===== src/rtl/pwm_bank_pkg.sv =====
package pwm_bank_pkg;

   // per-channel control nibble; packed so start lands at offset 0
   typedef struct packed {
      logic reload;
      logic invert;
      logic manual;
      logic start;
   } chan_ctl_t;

   localparam int CTL_BITS = 4;

   // bit position of a channel's control nibble in the shared word
   function automatic int ctl_base(input int n);
      return (n == 0) ? 0 : (4 * n + 4);
   endfunction

endpackage


===== src/rtl/pwm_regs.sv =====
module pwm_regs
   import pwm_bank_pkg::*;
#(
   parameter int NCH  = 5,
   parameter int CW   = 16,
   parameter int DW   = 32,
   parameter int AW   = 4,
   parameter int CTLW = 24
) (
   input  logic                     clk,
   input  logic                     rst_n,
   input  logic                     wr_en,
   input  logic [AW-1:0]            wr_addr,
   input  logic [DW-1:0]            wr_data,
   input  logic [AW-1:0]            rd_addr,
   output logic [DW-1:0]            rd_data,
   input  logic [NCH-1:0][CW-1:0]   live_cnt,
   output logic [CTLW-1:0]          ctl_word,
   output logic [NCH-1:0][CW-1:0]   cnt_buf,
   output logic [NCH-1:0][CW-1:0]   cmp_buf
);

   logic [CTLW-1:0] ctl_mask;

   always_comb begin
      ctl_mask = '0;
      for (int n = 0; n < NCH; n++)
         ctl_mask[ctl_base(n) +: CTL_BITS] = '1;
   end

   always_ff @(posedge clk or negedge rst_n) begin
      if (!rst_n)
         ctl_word <= '0;
      else if (wr_en && wr_addr == '0)
         ctl_word <= wr_data[CTLW-1:0] & ctl_mask;
   end

   for (genvar g = 0; g < NCH; g++) begin : g_buf
      localparam logic [AW-1:0] CNT_A = AW'(1 + 2 * g);
      localparam logic [AW-1:0] CMP_A = AW'(2 + 2 * g);
      always_ff @(posedge clk or negedge rst_n) begin
         if (!rst_n) begin
            cnt_buf[g] <= '0;
            cmp_buf[g] <= '0;
         end else if (wr_en) begin
            if (wr_addr == CNT_A) cnt_buf[g] <= wr_data[CW-1:0];
            if (wr_addr == CMP_A) cmp_buf[g] <= wr_data[CW-1:0];
         end
      end
   end

   always_comb begin
      rd_data = '0;
      if (rd_addr == '0)
         rd_data = DW'(ctl_word);
      for (int n = 0; n < NCH; n++) begin
         if (rd_addr == AW'(1 + 2 * n)) rd_data = DW'(live_cnt[n]);
         if (rd_addr == AW'(2 + 2 * n)) rd_data = DW'(cmp_buf[n]);
      end
   end

endmodule


===== src/rtl/pwm_chan.sv =====
module pwm_chan
   import pwm_bank_pkg::*;
#(
   parameter int CW      = 16,
   parameter bit REG_OUT = 1'b0
) (
   input  logic          clk,
   input  logic          rst_n,
   input  logic          tick,
   input  chan_ctl_t     ctl,
   input  logic [CW-1:0] cnt_buf,
   input  logic [CW-1:0] cmp_buf,
   output logic [CW-1:0] cnt,
   output logic          level,
   output logic          irq
);

   logic [CW-1:0] cmp;
   logic          run_tick;
   logic          at_zero;
   logic          raw_level;

   assign run_tick = ctl.start && tick && !ctl.manual;
   assign at_zero  = (cnt == '0);

   always_ff @(posedge clk or negedge rst_n) begin
      if (!rst_n) begin
         cnt <= '0;
         cmp <= '0;
         irq <= 1'b0;
      end else begin
         irq <= run_tick && at_zero && ctl.reload;
         if (ctl.manual) begin
            cnt <= cnt_buf;
            cmp <= cmp_buf;
         end else if (run_tick) begin
            if (!at_zero) begin
               cnt <= cnt - 1'b1;
            end else if (ctl.reload) begin
               cnt <= cnt_buf;
               cmp <= cmp_buf;
            end
         end
      end
   end

   assign raw_level = (cnt <= cmp) ^ ctl.invert;

   if (REG_OUT) begin : g_reg_out
      always_ff @(posedge clk or negedge rst_n) begin
         if (!rst_n) level <= 1'b1;
         else        level <= raw_level;
      end
   end else begin : g_comb_out
      assign level = raw_level;
   end

endmodule


===== src/rtl/pwm_bank.sv =====
module pwm_bank
   import pwm_bank_pkg::*;
#(
   parameter int NCH     = 5,
   parameter int CW      = 16,
   parameter int DW      = 32,
   parameter bit REG_OUT = 1'b0,
   localparam int AW     = $clog2(2 * NCH + 1),
   localparam int CTLW   = 4 * NCH + 4
) (
   input  logic           clk,
   input  logic           rst_n,
   input  logic [NCH-1:0] tick,
   input  logic           wr_en,
   input  logic [AW-1:0]  wr_addr,
   input  logic [DW-1:0]  wr_data,
   input  logic [AW-1:0]  rd_addr,
   output logic [DW-1:0]  rd_data,
   output logic [NCH-1:0] pwm_out,
   output logic [NCH-1:0] irq
);

   initial begin
      assert (NCH >= 2) else $error("NCH must be at least 2");
      assert (CTLW <= DW) else $error("control word wider than bus");
      assert (CW <= DW && CW >= 2) else $error("bad counter width");
   end

   logic [CTLW-1:0]          ctl_word;
   logic [NCH-1:0][CW-1:0]   cnt_buf;
   logic [NCH-1:0][CW-1:0]   cmp_buf;
   logic [NCH-1:0][CW-1:0]   cnt_all;
   chan_ctl_t [NCH-1:0]      ctl_all;

   pwm_regs #(.NCH(NCH), .CW(CW), .DW(DW), .AW(AW), .CTLW(CTLW)) u_regs (
      .clk      (clk),
      .rst_n    (rst_n),
      .wr_en    (wr_en),
      .wr_addr  (wr_addr),
      .wr_data  (wr_data),
      .rd_addr  (rd_addr),
      .rd_data  (rd_data),
      .live_cnt (cnt_all),
      .ctl_word (ctl_word),
      .cnt_buf  (cnt_buf),
      .cmp_buf  (cmp_buf)
   );

   for (genvar g = 0; g < NCH; g++) begin : g_ch
      assign ctl_all[g] = chan_ctl_t'(ctl_word[ctl_base(g) +: CTL_BITS]);
      pwm_chan #(.CW(CW), .REG_OUT(REG_OUT)) u_chan (
         .clk     (clk),
         .rst_n   (rst_n),
         .tick    (tick[g]),
         .ctl     (ctl_all[g]),
         .cnt_buf (cnt_buf[g]),
         .cmp_buf (cmp_buf[g]),
         .cnt     (cnt_all[g]),
         .level   (pwm_out[g]),
         .irq     (irq[g])
      );
   end

endmodule


===== config.mk =====
export PLATFORM = sky130hd
export DESIGN_NAME = pwm_bank
export DESIGN_NICKNAME = d
export VERILOG_FILES = /design/src/rtl/pwm_bank_pkg.sv /design/src/rtl/pwm_regs.sv /design/src/rtl/pwm_chan.sv /design/src/rtl/pwm_bank.sv
export SDC_FILE = /design/constraint.sdc
export NUM_CORES = 1
export LEC_CHECK = 0
export BUFFER_PORTS_ARGS = -buffer_cell sky130_fd_sc_hd__buf_2
export CAP_MARGIN = 20
export CORE_ASPECT_RATIO = 1.25
export CORE_UTILIZATION = 60
export CTS_BUF_LIST = sky130_fd_sc_hd__clkbuf_4 sky130_fd_sc_hd__clkbuf_8
export DETAILED_ROUTE_END_ITERATION = 8
export PLACE_DENSITY = 0.78
export SYNTH_ARGS = -nofsm -noshare
export SYNTH_HDL_FRONTEND = slang
export SYNTH_HIERARCHICAL = 1
export SYNTH_SLANG_ARGS = --single-unit

===== constraint.sdc =====
create_clock -name clk -period 5.6 [get_ports clk]
set_input_delay 1.12 -clock clk [delete_from_list [all_inputs] [get_ports clk]]
set_output_delay 1.12 -clock clk [all_outputs]
set_load 0.01 [all_outputs]

* After elaboration in Yosys (flattened, before gate mapping)
Index checks and enable logic that the tools add are counted.
Word-level totals: bits in registers 345, output and inout port bits 42, word-level logic and storage cells 185, input bits 48
Cells by class: bitwise gates (word level) 5, magnitude comparators 5, equal/unequal tests 25, multiplexer cells 51, $add $sub $neg 5, reduce and logical (&&, ||, !) cells 68
Operators by type and width (count):
- 16-bit 2-to-1 mux | 40
- 32-bit 2-to-1 mux | 10
- 16-bit less-or-equal comparator | 5
- 16-bit logical NOT | 5
- 16-bit by 1-bit subtractor with 16-bit output (second input constant) | 5
- 4-bit by 3-bit == test with 1-bit output (second input constant) | 8
- 2-bit AND reduction | 15
- 2-bit nonzero test | 15
- 4-bit == test (second input constant) | 6
- 24-bit 2-to-1 mux | 1
- 1-bit logical AND | 21
- 4-bit by 2-bit == test with 1-bit output (second input constant) | 4
- 3-bit inequality test (second input constant) | 5
- 3-bit AND reduction | 5
- 4-bit by 1-bit == test with 1-bit output (second input constant) | 2
- 4-bit logical NOT | 2
- 1-bit logical NOT | 5
- 1-bit bitwise XOR | 5

* Longest topological paths before layout
depth in word-level cells 12, depth in mapped cells 8

* Modules after synthesis
Netlist, hierarchy kept.
By module, submodules not included:
- pwm_regs | area each 9017.4 um2, times used 1, seq. area each 4504.3 um2, cells an instance 693
- pwm_chan at g_ch[0].u_chan ... | area each 2144.6 um2, times used 4, seq. area each 825.8 um2, cells an instance 247
- pwm_chan at g_ch[4].u_chan | area each 2180.8 um2, times used 1, seq. area each 825.8 um2, cells an instance 241

* Worst setup path before layout
No wires, ideal clock.
path type input to output, start point input port rd_addr[1], end point output port rd_data[10], slack 2.100 ns, data required time 4.480 ns, arrival time 2.380 ns, stages on the path 5, cells stage by stage buf_6 > or4b_4 > o21ai_0 > a2111oi_1 > o32ai_1
On the way: longest elaborated chain between the ends 12
RTL lines:
- start: declaration | line pwm_bank.sv:17 | input logic [AW-1:0] rd_addr,
- 4-bit logical NOT | line pwm_regs.sv:54 | if (rd_addr == '0)
- 24-bit 2-to-1 mux | line pwm_regs.sv:54
- 32-bit 2-to-1 mux | line pwm_regs.sv:57 | if (rd_addr == AW'(1 + 2 * n)) rd_data = DW'(live_cnt[n]);
- 32-bit 2-to-1 mux | line pwm_regs.sv:58 | if (rd_addr == AW'(2 + 2 * n)) rd_data = DW'(cmp_buf[n]);
- 32-bit 2-to-1 mux | line pwm_regs.sv:57
- 32-bit 2-to-1 mux | line pwm_regs.sv:58
- 32-bit 2-to-1 mux | line pwm_regs.sv:57
- 32-bit 2-to-1 mux | line pwm_regs.sv:58
- 32-bit 2-to-1 mux | line pwm_regs.sv:57
- 32-bit 2-to-1 mux | line pwm_regs.sv:58
- 32-bit 2-to-1 mux | line pwm_regs.sv:57
- 32-bit 2-to-1 mux * | line pwm_regs.sv:58
- end: declaration | line pwm_bank.sv:18 | output logic [DW-1:0] rd_data,
Mark *: on every way between the ends. The rest lies on a longest branch, timed or not.

* Final worst setup path
start point input port rd_addr[1], end point output port rd_data[11]
Same word-level chain as after synthesis.

==> flow_metrics.env <==
export IMPL_cp_cell_sequence="buf_2, nand3b_1, o21ai_0, a2111oi_1, o32ai_1, buf_2"
export IMPL_cap_violations=0
export IMPL_setup_ws_ns=0.916
export IMPL_synthCells=1918
export IMPL_nNetsFinal=2098
export IMPL_fin_setup_tns_ns=0
export IMPL_finalCritPeriodShare_pct=83.6
export IMPL_cts_root_buf="clkbuf_8"
export IMPL_power_density_mw_per_mm2=484
export IMPL_grt_usage_pct=37.1
export IMPL_hold_path_class="flip-flop to flip-flop"
export IMPL_postCtsSetupBuffers=0
export IMPL_rsz0062_at_grt="no"
export IMPL_htreeDepth=2
export IMPL_ir_worst_vdd_mv=0.298
export IMPL_core_area_sq_mm=0.0321
export IMPL_final_max_slew_viol_count=0
export IMPL_finalSetupViolCount=0
export IMPL_syn_area_sq_mm=0.0197
export IMPL_post_drt_wl_per_cell_microns=25.1
export IMPL_cts_resized=0
export IMPL_cpMaxStageDelayCell="buf_2"
export IMPL_cts_hold_buf=0
export IMPL_num_fill_cells=2499
export IMPL_vias=16200
export IMPL_total_power_uw=10400
export IMPL_worst_pin_slew_ns=1.06
export IMPL_cp_required_ns=4.48
export IMPL_status="complete, no violations"
export IMPL_rows=73
export IMPL_clkTransAtPathRegs_ns=0.06
export IMPL_crit_top_cell="buf_2"
export IMPL_drc_errors=0
export IMPL_wirelength_mm=60.8
export IMPL_first_global_vias=16000
export IMPL_yosys_warnings=6
export IMPL_cts_tree="yes"
export IMPL_viasPerCell=6.72
export IMPL_crit_path_end_kind="output pin"
export IMPL_relSlewSlack_pct=29.1
export IMPL_cp_start_kind="input pin"
export IMPL_first_iter_violations=1685
export IMPL_clk_latency_ns=0.62
export IMPL_cts_buffers=56
export IMPL_grt_max_degree=126
export IMPL_clock_sinks=345
export IMPL_cpPeakStageDelay_ns=0.70
export IMPL_finalHoldViolCount=0
export IMPL_portBuffers=73
export IMPL_die_x_microns=164
export IMPL_fmax_ghz=0.214
export IMPL_antenna_found_initial=1
export IMPL_layout_drive_gt1_share_pct=20.9
export IMPL_die_area_sq_mm=0.0336
export IMPL_finClkSkew_ns=0.0236
export IMPL_cp_arrival_ns=3.56
export IMPL_pin_count=90
export IMPL_initial_core_util_pct=61.6
export IMPL_cts_buffer_depth=3
export IMPL_path_max_fanout=47
export IMPL_die_y_microns=205
export IMPL_post_place_ws_ns=1.03
export IMPL_synthToLayoutAreaGrowth_pct=8.64
export IMPL_grt_pass1_wl_mm=93.3
export IMPL_fin_crit_ns=4.68
export IMPL_dp_hpwl_mm=41.8
export IMPL_path_class="input pin to output pin"
export IMPL_total_leakage_power_uw=0.00941
export IMPL_utilization_pct=66.9
export IMPL_syn_avg_cell_area_sq_um=10.3
export IMPL_grt_overflow_total=0
export IMPL_postRouteAntennaNets=0
export IMPL_gp_routability_congestion=0.940
export IMPL_dr_pass1_iters=8
## registers in the layout, indices dropped and copies added, names as in the netlist
signal	flops
g_ch.u_chan/cmp	80
g_ch.u_chan/cnt	80
g_ch.u_chan/irq	5
u_regs/cmp_buf	80
u_regs/cnt_buf	80
u_regs/ctl_word	20
## stage by stage
stage	hold WS (ns)	instance area, sq um	std cells
finish	0.474	21500	2418
global route	0.494	21400	2417
CTS	0.478	21400	2416
detailed placement	0.466	20100	2314
global placement	0.457	20100	2314
floorplan	0.443	19800	1925
## worst max-delay path, delay by kind of cell
family          cells  cell delay (ns)
compound gates      3             1.08
simple gates        1             0.40
buf+inv             2             0.93
## final cells by class
cell class	count	area, sq um	share of cell area, %
multi-input cells	1367	10100	47.1
well taps	412	515	2.40
inverters	104	390	1.82
clock buffers	87	1120	5.23
clock inverters	15	180	0.840
diodes	2	5.00	0.0233
repair buffers	86	498	2.32
flip-flops and latches	345	8630	40.2
## worst paths after layout
path / start / endpoint / slack (ns) / cells past startpoint
min in group asynchronous: rst_n / u_regs/cnt_buf[19]$_DFFE_PN0P_ / 0.53 / 1
min reg2reg: g_ch[0].u_chan/cmp[0]$_DFFE_PN0P_ / g_ch[0].u_chan/cmp[0]$_DFFE_PN0P_ / 0.47 / 2
max: rd_addr[1] / rd_data[11] / 0.92 / 6
max reg2reg: g_ch[2].u_chan/cnt[1]$_DFFE_PN0P_ / g_ch[2].u_chan/cnt[15]$_DFFE_PN0P_ / 2.51 / 8
min: g_ch[0].u_chan/cmp[0]$_DFFE_PN0P_ / g_ch[0].u_chan/cmp[0]$_DFFE_PN0P_ / 0.47 / 2
max in group asynchronous: rst_n / g_ch[3].u_chan/cnt[7]$_DFFE_PN0P_ / 3.90 / 2
## where the power goes
| part | internal, uW | switching (uW) |
|---|---|---|
| logic | 1490 | 1990 |
| registers | 3290 | 1110 |
| clock network | 1460 | 1050 |
## metal layers
metal | routed length (microns) | track usage (%)
met4 | 3940 | 22.9
met1 | 24500 | 49.0
met3 | 4660 | 5.57
met5 | 0 | 0
met2 | 27700 | 57.4
## layout by cell type, fill, tap and decap left out, types with 29 or more instances in the layout
cell      instances
inv_1           100
nor2_1           86
a21oi_1          98
ha_1             90
mux2_2          141
o21ai_0         123
mux2_4           30
clkbuf_8         75
dfrtp_1         345
nor3_1           44
nand3_1          29
nand2_1         204
buf_2            72
Note: power is estimated with default switching activity, not from simulation.
